[src/rtl/i2cw_pkg.sv]
package i2cw_pkg;
  localparam int BYTE_W = 8;
  localparam int WORD_W = 8;

  typedef enum logic [2:0] {
    ST_IDLE, ST_DEV, ST_WADR, ST_WDAT, ST_ACK, ST_RD, ST_RACK, ST_WAIT
  } slv_st_t;
endpackage

[src/rtl/i2cw_bus_sync.sv]
module i2cw_bus_sync (
  input  logic clk,
  input  logic rst_n,
  input  logic scl_i,
  input  logic sda_i,
  output logic scl_s,
  output logic sda_s,
  output logic scl_rise,
  output logic scl_fall,
  output logic start_ev,
  output logic stop_ev
);
  logic scl_m, sda_m, scl_p, sda_p;

  always_ff @(posedge clk or negedge rst_n) begin
    if (!rst_n) begin
      {scl_m, scl_s, scl_p} <= 3'b111;
      {sda_m, sda_s, sda_p} <= 3'b111;
    end else begin
      scl_m <= scl_i;
      scl_s <= scl_m;
      scl_p <= scl_s;
      sda_m <= sda_i;
      sda_s <= sda_m;
      sda_p <= sda_s;
    end
  end

  assign scl_rise = scl_s & ~scl_p;
  assign scl_fall = ~scl_s & scl_p;
  assign start_ev = scl_s & scl_p & sda_p & ~sda_s;
  assign stop_ev  = scl_s & scl_p & ~sda_p & sda_s;

  // a start or stop is only recognised while the clock line is held high
  assert_event_needs_scl_R8: assert property (@(posedge clk) disable iff (!rst_n)
    (start_ev || stop_ev) |-> ($past(scl_s) && scl_s));
endmodule

[src/rtl/i2cw_wbuf.sv]
module i2cw_wbuf #(
  parameter int DEPTH = 16,
  parameter int W     = 8
) (
  input  logic                         clk,
  input  logic                         rst_n,
  input  logic                         clr,
  input  logic                         push,
  input  logic [W-1:0]                 din,
  input  logic [$clog2(DEPTH+1)-1:0]   rd_idx,
  output logic [W-1:0]                 rd_data,
  output logic [$clog2(DEPTH+1)-1:0]   count
);
  localparam int IW = $clog2(DEPTH);
  localparam int CW = $clog2(DEPTH+1);

  logic [W-1:0]  store [DEPTH];
  logic [IW-1:0] wp;
  logic [IW-1:0] ridx;
  int            tmp;

  always_ff @(posedge clk or negedge rst_n) begin
    if (!rst_n) begin
      wp    <= '0;
      count <= '0;
    end else if (clr) begin
      wp    <= '0;
      count <= '0;
    end else if (push) begin
      wp    <= (int'(wp) == DEPTH-1) ? '0 : wp + 1'b1;
      count <= (int'(count) == DEPTH) ? count : count + 1'b1;
    end
  end

  always_ff @(posedge clk) begin
    if (push && !clr) store[wp] <= din;
  end

  // oldest retained entry sits count places behind the write pointer
  always_comb begin
    tmp  = (int'(wp) + DEPTH - int'(count) + int'(rd_idx)) % DEPTH;
    ridx = IW'(tmp);
  end
  assign rd_data = store[ridx];

  assert_count_bound_R5: assert property (@(posedge clk) disable iff (!rst_n)
    int'(count) <= DEPTH);
  assert_full_stays_full_R5: assert property (@(posedge clk) disable iff (!rst_n)
    (push && !clr && int'(count) == DEPTH) |=> (int'(count) == DEPTH));
  assert_no_push_on_clear_R3: assert property (@(posedge clk) disable iff (!rst_n)
    !(push && clr));

  logic unused_cw;
  assign unused_cw = ^CW;
endmodule

[src/rtl/i2cw_slave.sv]
module i2cw_slave #(
  parameter logic [6:0] DEV_ADDR    = 7'h50,
  parameter int         BUF_DEPTH   = 16,
  parameter int         PROG_CYCLES = 1000
) (
  input  logic clk,
  input  logic rst_n,
  input  logic scl_i,
  input  logic sda_i,
  output logic sda_oe
);
  import i2cw_pkg::*;

  localparam int CW        = $clog2(BUF_DEPTH+1);
  localparam int TW        = $clog2(PROG_CYCLES+1);
  localparam int MEM_DEPTH = 1 << WORD_W;

  logic scl_s, sda_s, scl_rise, scl_fall, start_ev, stop_ev;

  i2cw_bus_sync u_sync (
    .clk(clk), .rst_n(rst_n), .scl_i(scl_i), .sda_i(sda_i),
    .scl_s(scl_s), .sda_s(sda_s), .scl_rise(scl_rise), .scl_fall(scl_fall),
    .start_ev(start_ev), .stop_ev(stop_ev)
  );

  slv_st_t            st, ack_next;
  logic [3:0]         bitc;
  logic [BYTE_W-1:0]  sh;
  logic [WORD_W-1:0]  ptr, base;
  logic               wr_act, oe, busy;
  logic [BYTE_W-1:0]  mem [MEM_DEPTH];
  logic [BYTE_W-1:0]  rd_byte, buf_rd;
  logic [CW-1:0]      buf_cnt, ci, ccnt;
  logic [TW-1:0]      cyc;
  logic [WORD_W-1:0]  cbase, caddr;
  logic               byte_done, quiet_fall, buf_push, buf_clr;

  assign byte_done  = (bitc == 4'd8);
  assign quiet_fall = scl_fall && !start_ev && !stop_ev;
  assign buf_push   = quiet_fall && st == ST_WDAT && byte_done;
  assign buf_clr    = quiet_fall && st == ST_WADR && byte_done;
  assign rd_byte    = mem[ptr];
  assign caddr      = cbase + WORD_W'(ci);

  i2cw_wbuf #(.DEPTH(BUF_DEPTH), .W(BYTE_W)) u_wbuf (
    .clk(clk), .rst_n(rst_n), .clr(buf_clr), .push(buf_push), .din(sh),
    .rd_idx(ci), .rd_data(buf_rd), .count(buf_cnt)
  );

  // bus protocol engine
  always_ff @(posedge clk or negedge rst_n) begin
    if (!rst_n) begin
      st <= ST_IDLE; ack_next <= ST_IDLE; bitc <= '0; sh <= '0;
      ptr <= '0; base <= '0; wr_act <= 1'b0; oe <= 1'b0;
    end else if (start_ev) begin
      st <= ST_DEV; bitc <= '0; oe <= 1'b0; wr_act <= 1'b0;
    end else if (stop_ev) begin
      st <= ST_IDLE; bitc <= '0; oe <= 1'b0; wr_act <= 1'b0;
    end else if (scl_rise) begin
      case (st)
        ST_DEV, ST_WADR, ST_WDAT:
          if (!byte_done) begin
            sh   <= {sh[BYTE_W-2:0], sda_s};
            bitc <= bitc + 1'b1;
          end
        ST_RACK: if (sda_s) st <= ST_WAIT;
        default: ;
      endcase
    end else if (scl_fall) begin
      case (st)
        ST_DEV:
          if (byte_done) begin
            bitc <= '0;
            if (sh[7:1] == DEV_ADDR && !busy) begin
              oe <= 1'b1; st <= ST_ACK;
              ack_next <= sh[0] ? ST_RD : ST_WADR;
            end else begin
              st <= ST_WAIT;
            end
          end
        ST_WADR:
          if (byte_done) begin
            bitc <= '0; ptr <= sh; base <= sh; wr_act <= 1'b1;
            oe <= 1'b1; st <= ST_ACK; ack_next <= ST_WDAT;
          end
        ST_WDAT:
          if (byte_done) begin
            bitc <= '0; oe <= 1'b1; st <= ST_ACK; ack_next <= ST_WDAT;
          end
        ST_ACK: begin
          oe <= 1'b0;
          st <= ack_next;
          if (ack_next == ST_RD) begin
            sh <= rd_byte; oe <= ~rd_byte[7]; bitc <= 4'd1; ptr <= ptr + 1'b1;
          end
        end
        ST_RD:
          if (byte_done) begin
            oe <= 1'b0; st <= ST_RACK;
          end else begin
            oe <= ~sh[6]; sh <= {sh[BYTE_W-2:0], 1'b0}; bitc <= bitc + 1'b1;
          end
        ST_RACK: begin
          st <= ST_RD;
          sh <= rd_byte; oe <= ~rd_byte[7]; bitc <= 4'd1; ptr <= ptr + 1'b1;
        end
        default: ;
      endcase
    end
  end

  assign sda_oe = oe;

  // programming cycle: copy retained bytes, then stay busy until the timer ends
  always_ff @(posedge clk or negedge rst_n) begin
    if (!rst_n) begin
      busy <= 1'b0; cyc <= '0; ci <= '0; ccnt <= '0; cbase <= '0;
    end else if (stop_ev && wr_act && buf_cnt != '0 && !busy) begin
      busy <= 1'b1; cyc <= '0; ci <= '0; ccnt <= buf_cnt; cbase <= base;
    end else if (busy) begin
      cyc <= cyc + 1'b1;
      if (cyc == TW'(PROG_CYCLES-1)) busy <= 1'b0;
      if (ci < ccnt) ci <= ci + 1'b1;
    end
  end

  always_ff @(posedge clk or negedge rst_n) begin
    if (!rst_n) begin
      for (int i = 0; i < MEM_DEPTH; i++) mem[i] <= '0;
    end else if (busy && ci < ccnt) begin
      mem[caddr] <= buf_rd;
    end
  end

  assert_ack_held_high_R1: assert property (@(posedge clk) disable iff (!rst_n)
    (st == ST_ACK && scl_s) |-> sda_oe);
  assert_no_ack_busy_R6: assert property (@(posedge clk) disable iff (!rst_n)
    busy |-> (st != ST_ACK));
  assert_commit_from_stop_R4: assert property (@(posedge clk) disable iff (!rst_n)
    $rose(busy) |-> $past(stop_ev));
  assert_oe_steady_scl_high_R9: assert property (@(posedge clk) disable iff (!rst_n)
    (scl_s && $past(scl_s) && !$past(start_ev) && !$past(stop_ev)) |-> $stable(sda_oe));
endmodule

[config.mk]
export PLATFORM = sky130hd
export DESIGN_NAME = i2cw_slave
export DESIGN_NICKNAME = d
export VERILOG_FILES = /design/src/rtl/i2cw_pkg.sv /design/src/rtl/i2cw_bus_sync.sv /design/src/rtl/i2cw_wbuf.sv /design/src/rtl/i2cw_slave.sv
export SDC_FILE = /design/constraint.sdc
export NUM_CORES = 2
export LEC_CHECK = 0
export BUFFER_PORTS_ARGS = -buffer_cell sky130_fd_sc_hd__buf_4
export CELL_PAD_IN_SITES_DETAIL_PLACEMENT = 0
export CELL_PAD_IN_SITES_GLOBAL_PLACEMENT = 2
export CORE_MARGIN = 10
export CORE_UTILIZATION = 48
export DETAILED_ROUTE_END_ITERATION = 7
export HOLD_SLACK_MARGIN = 0.15
export PLACE_DENSITY_LB_ADDON = 0.1
export SYNTH_ARGS = -nofsm -noshare
export SYNTH_HDL_FRONTEND = slang
export SYNTH_HIERARCHICAL = 1
export SYNTH_SLANG_ARGS = --single-unit
export TNS_END_PERCENT = 50
[constraint.sdc]
create_clock -name clk -period 3.7 [get_ports clk]
set_input_delay 0.74 -clock clk [delete_from_list [all_inputs] [get_ports clk]]
set_output_delay 0.74 -clock clk [all_outputs]
set_load 0.02 [all_outputs]
# [After elaboration in Yosys (flattened, before gate mapping)]
# Memories as Yosys holds them, arrays and structs flattened.
# Index checks and enable logic that the tools add are counted.
[word_totals] ff_bits=2128 mem_count=1 output_inout_bits=1 word_cells=459 ramBits=128 in_bits=4
[op_classes] n_bitwise=18 order_cmp=4 n_eq_ne=35 mux=72 add_sub_neg=10 reduce_logical=42
[mem_list] memory="u_wbuf.store" words=16 width=8 rd=1 rd_ports_with_merged_regs=0 write_ports=1 line_no="i2cw_wbuf.sv:17" text="logic [W-1:0] store [DEPTH];"
[op_table] cell="bitwise mux 2048 bit" n=1
[op_table] cell="two-way mux 8 bit" n=11
[op_table] cell="binary-select mux 8 bit (select 8 bit)" n=1
[op_table] cell="demux 8 bit (select 8 bit)" n=1
[op_table] cell="case mux 8 bit (3 select lines)" n=2
[op_table] cell="two-way mux 4 bit" n=11
[op_table] cell="two-way mux 3 bit" n=13
[op_table] cell="two-way mux 5 bit" n=6
[op_table] cell="two-way mux 10 bit" n=2
[op_table] cell="two-way mux 1 bit" n=19
[op_table] cell="greater-or-equal comparator 9 bit (second input constant)" n=2
[op_table] cell="NOT 8 -> 9 bit" n=2
[op_table] cell="case mux 4 bit (4 select lines)" n=1
[op_table] cell="AND reduction 8 bit" n=2
[op_table] cell="inequality test 5 bit (second input constant)" n=3
[op_table] cell="case mux 3 bit (5 select lines)" n=1
[op_table] cell="inequality test 2 bit (second input constant)" n=7
[op_table] cell="AND reduction 7 bit" n=2
[op_table] cell="logical AND 1 bit" n=13
[op_table] cell="adder 4 x 1 -> 4 bit (second input constant)" n=3
[op_table] cell="== test 3 bit (second input constant)" n=4
[op_table] cell="inequality test 4 x 1 -> 1 bit (second input constant)" n=3
[op_table] cell="AND reduction 6 bit" n=2
[op_table] cell="nonzero test 3 bit" n=4
[op_table] cell="37 further kinds" n=65

# [Depth between registers and ports, before layout]
[depth] word_depth=12 depth_mapped=14 depth_no_buf=11

# [Cells and area by module]
# The synthesis kept the hierarchy.
[modules_own_cells] module="i2cw_slave" area_each_um2=97726.2 seq_area_each_um2=52875.7 cells_each=6416 instances=1
[modules_own_cells] module="i2cw_wbuf" area_each_um2=5938.2 seq_area_each_um2=4068.9 cells_each=404 instances=1
[modules_own_cells] module="i2cw_bus_sync" area_each_um2=190.2 seq_area_each_um2=157.7 cells_each=10 instances=1

# [Worst setup path after synthesis]
# OpenSTA, ideal clock, no wires.
[synth_timing] path_type="flip-flop to flip-flop" start="register ci[0]" end="register mem[1616] (netlist name)" path_stages_with_launch=14 setup_time_ps=125 period_less_slack_ps=3348 n_path_buf=2 t_required_ps=3575 slack_ps=352 arrival_ps=3223 cell_sequence="dfrtp_1 > ha_1 > inv_1 > fa_1 > nor2b_1 > o21ai_1 > a21boi_1 > o21ai_2 > xor2_1 > buf_4 > nand4_2 > buf_4 > nor2_4 > mux2_2"
[synth_via] elab_chain_len=7 word_cells_on_any_way=12 classes_between="add/sub: 2; order compare: 3; mux: 3; bitwise: 1; reduce/logical: 2; memory: 1"
[synth_lines] item="start: declaration" line_no="i2cw_slave.sv:33" text="logic [CW-1:0] buf_cnt, ci, ccnt;"
[synth_lines] item="start signal: assignment" line_no="i2cw_slave.sv:123" text="if (ci < ccnt) ci <= ci + 1'b1;"
[synth_lines] item="adder 8 x 5 -> 8 bit" line_no="i2cw_slave.sv:43" text="assign caddr = cbase + WORD_W'(ci);"
[synth_lines] item="NOT 8 -> 9 bit (not written as such)" line_no="i2cw_slave.sv:131" text="mem[caddr] <= buf_rd;"
[synth_lines] item="greater-or-equal comparator 9 bit (not written as such) or < comparator 9 x 1 -> 1 bit (tied branches)" line_no="i2cw_slave.sv:131"
[synth_lines] item="logical AND 1 bit (not written as such)" line_no="i2cw_slave.sv:131"
[synth_lines] item="two-way mux 8 bit (not written as such)" line_no="i2cw_slave.sv:131"
[synth_lines] item="demux 8 bit (select 8 bit)" line_no="i2cw_slave.sv:131"
[synth_lines] item="bitwise mux 2048 bit" line_no="i2cw_slave.sv:131"
[synth_lines] item="end signal: indexed assignment" line_no="i2cw_slave.sv:131"
[synth_lines] item="end: declaration" line_no="i2cw_slave.sv:31" text="logic [BYTE_W-1:0] mem [MEM_DEPTH];"
# Several ways; a longest one is shown, not always the timed one.
# A chain may end at the register's enable or synchronous reset.

# [Worst setup path in the final report]
[layout_timing] start="register ci[1]" end="register mem[2021] (netlist name)"
[layout_via] word_cells_on_any_way=12 classes_between="add/sub: 2; order compare: 3; mux: 3; bitwise: 1; reduce/logical: 2; memory: 1"
[layout_lines] item="adder 4 bit" line_no="i2cw_wbuf.sv:41" text="tmp = (int'(wp) + DEPTH - int'(count) + int'(rd_idx)) % DEPTH;"
[layout_lines] item="memory (16 x 8 bit)"
[layout_lines] item="net buf_rd[5]" line_no="i2cw_slave.sv:32" text="logic [BYTE_W-1:0] rd_byte, buf_rd;"
[layout_lines] item="bitwise mux 2048 bit" line_no="i2cw_slave.sv:131"
# The timed path passes the listed nets, and every way through them passes these cells.

==> metrics.txt <==
Core Area=between 200,000 and 250,000 sq um; run status=finished with violations; classification of the worst-slack hold path=reg2reg; sum of negative setup slack=-0.0236 ns; cell type with the highest aggregate area in the netlist=dfrtp_1; Antenna Nets Post-Route=0; Post-Place Worst Slack=-0.0217 ns; area share of the largest cell type after synthesis=approximately half; violated checks=setup timing; final worst path period need=approximately 3.7 ns; Initial Utilization=48.3%; pwr dens=516 nW/um^2; post-synthesis cell type count=slightly below 90; final worst clock skew=around 0.042 ns; final max-slew violation count=0; gr ovfl total=0; final setup violation count=2; Worst-Margin Slew=approximately 0.90 ns; Crit Path Category=reg2reg; most frequent cells in the layout=dfrtp_1, mux2_2, mux2_1; data required time at the worst endpoint=roughly 4.5 ns; critical-path maximum fanout=25; vias in the first global route=around 66k; number of maximum-capacitance violations=0; floorplan row count=170; clock latency reported for the late side of the worst-skew pair=0.91 ns; global-route wire length before repair=between 400,000 and 500,000 microns; core utilization of the finished layout=between 50 and 60%; count of state elements after synthesis=~2.3k; RSZ-0062 raised after global routing=true; placed standard-cell area=~110,000 sq um; slack of the critical path=-0.0142 ns; number of DRC markers after the initial detailed-route iteration=roughly 4.8k; I/O pin total=5; per-cell routed wire length=roughly 30 microns; sequential area share after synthesis=around 55%; routed vias/inst=6.08; total power of the final layout=approximately 63,000 uW; Max Clock Freq=~0.27 GHz; Worst VDD drop=479 uV; overall die area=235,000 sq um; final RePlAce weighted congestion=between 0.8 and 0.9; Lkg Pwr=a little under 0.06 uW; dominant register cell in the synthesized netlist=dfrtp_1; average instance area after synthesis=about 15 sq um; Clock Pin Slew Worst Setup and Hold Paths=approximately 0.060 ns; total global routing track utilization=a little over a quarter; share of post-route cells with drive strength above 1=42.2%; share of the cycle needed by the critical path after routing=100%; DR pass1 iterations=5; WL final=between 300,000 and 400,000 microns; synth top area cells=dfrtp_1, mux2_2, mux4_2, mux2_1, edfxtp_1; Design Area, Final=approximately 120,000 sq um; sort of element at the end of the critical path=flip-flop; TritonCTS buffer count=approximately 270; normalized max-slew margin=between 30% and 40%; Num Clock Sinks=~2.3k; pin count of the biggest net entering global routing=roughly 130; Syn Inst Count=approximately 7k; total vias in the final route=around 63k; FFs w/ async S/R, synth=~94%; buffer levels on the longest clock path=4; y dimension of the die=about 490 microns; root buffer selected by CTS=clkbuf_16; EDFF count, synth=between 100 and 150; Detailed Place HPWL=213,000 microns; most common cell after layout, fill and taps aside=dfrtp_1; port bufs=4; detailed-route DRC error count=0; number of antenna violations at the first check in global routing=10; data arrival time of the critical path=4.48 ns; Post-Syn Nets=roughly 6.9k; CTS tree=done; number of hold-slack violations in the final timing report=0; H-tree levels=5; count of nets after finishing=approximately 7.3k; synthesized cell area=104,000 sq um; CP Launch Type=flip-flop; synthesis-to-layout area growth=17.5%; YS warnings=6; die boundary width=just under 500 microns
## critical path, cell delays in order (launching register included)
cell       delay [ns]
dfrtp_1          0.36
inv_2            0.04
fa_1             0.54
inv_2            0.05
fa_4             0.81
buf_12           0.18
buf_12           0.15
mux2i_1          0.18
nand3_1          0.10
nand4_1          0.16
mux2i_4          0.09
buf_12           0.18
clkbuf_16        0.30
mux2_1           0.30
## layout make-up
type,count,area (sq um)
fill,17053,92900
clock buffer,416,8160
tap,2838,3550
multi-input combinational,4027,44700
timing repair buffer,705,7890
clock inverter,41,355
inverter,39,154
sequential,2256,57100
antenna,5,12.5
## state kept, by name, indices dropped and copies added (netlist names), 3 cells and up
register      cells
ack_next          3
base              8
bitc              4
cbase             8
ccnt              5
ci                5
cyc              10
mem            2048
ptr               8
sh                8
st                3
u_wbuf/count      5
u_wbuf/store    128
u_wbuf/wp         4
## metrics by stage
stage               hold slack, ns  instances
CTS                          0.375      10309
global route                 0.376      10323
detailed placement           0.365       9845
finish                       0.370      10327
global placement             0.372       9845
floorplan                    0.345       6830
## repair_timing
item	CTS	global route
endpoints found under the hold margin	59	0
cloned	0	3
pin swaps	1	2
hold buffers	3	0
resized for setup	4	28
endpoints found under the setup margin	94	1292
setup buffers	4	10
## where the power goes
part / switching [uW] / leakage, uW / internal (uW)
Sequential: 350 / 0.0309 / 25100
Clock: 10300 / 0.00420 / 15400
Combinational: 7640 / 0.0226 / 4080
## metal layers
metal  GRT usage (%)  routed length (microns)  vias to the layer above
met5               0                       46                        -
met4            8.12                    10500                        6
met3            4.18                    16300                      530
met2            42.0                   148000                     1596
met1            37.8                   140000                    34188
li1                -                        -                    26430
## logic make-up (layout without fill, tap and decap cells)
kind of cell,count (synthesis),after routing,share of synthesized area [%]
multiplexers,2802,2802,35.3
flip-flops,2256,2256,55.0
AND/OR/NAND/NOR,749,749,4.00
buffers and inverters,547,1201,2.28
AO/OA/AOI/OAI,424,424,2.81
adder cells (fa/ha/maj),28,28,0.366
XOR/XNOR,24,24,0.231
other,0,5,0
## worst paths after layout
kind,to,startpoint,depth (start not counted),slack [ns]
worst max-delay path,mem[2021],ci[1],13,-0.01
worst min-delay path,u_sync/sda_s,u_sync/sda_m,0,0.37
worst max register to register,mem[2021],ci[1],13,-0.01
worst min register to register,u_sync/sda_s,u_sync/sda_m,0,0.37
max in group asynchronous,mem[975],rst_n,3,1.84
min in group asynchronous,mem[1377],rst_n,2,0.51
## cells in the mapped netlist, drive strengths merged, types with 10 or more instances
master and number:
a211oi 15, a21oi 81, a221oi 30, a22o 10
a22oi 65, a31oi 21, and2 11, buf 149
clkbuf 359, dfrtp 2122, edfxtp 128, ha 24
inv 36, mux2 2066, mux2i 252, mux4 484
nand2 321, nand2b 12, nand3 99, nand4 31
nor2 165, nor2b 16, nor3 33, nor4 18
o21ai 91, o221ai 21, o22ai 23, xnor2 13
xor2 11
(Power assumes the default switching activity.)
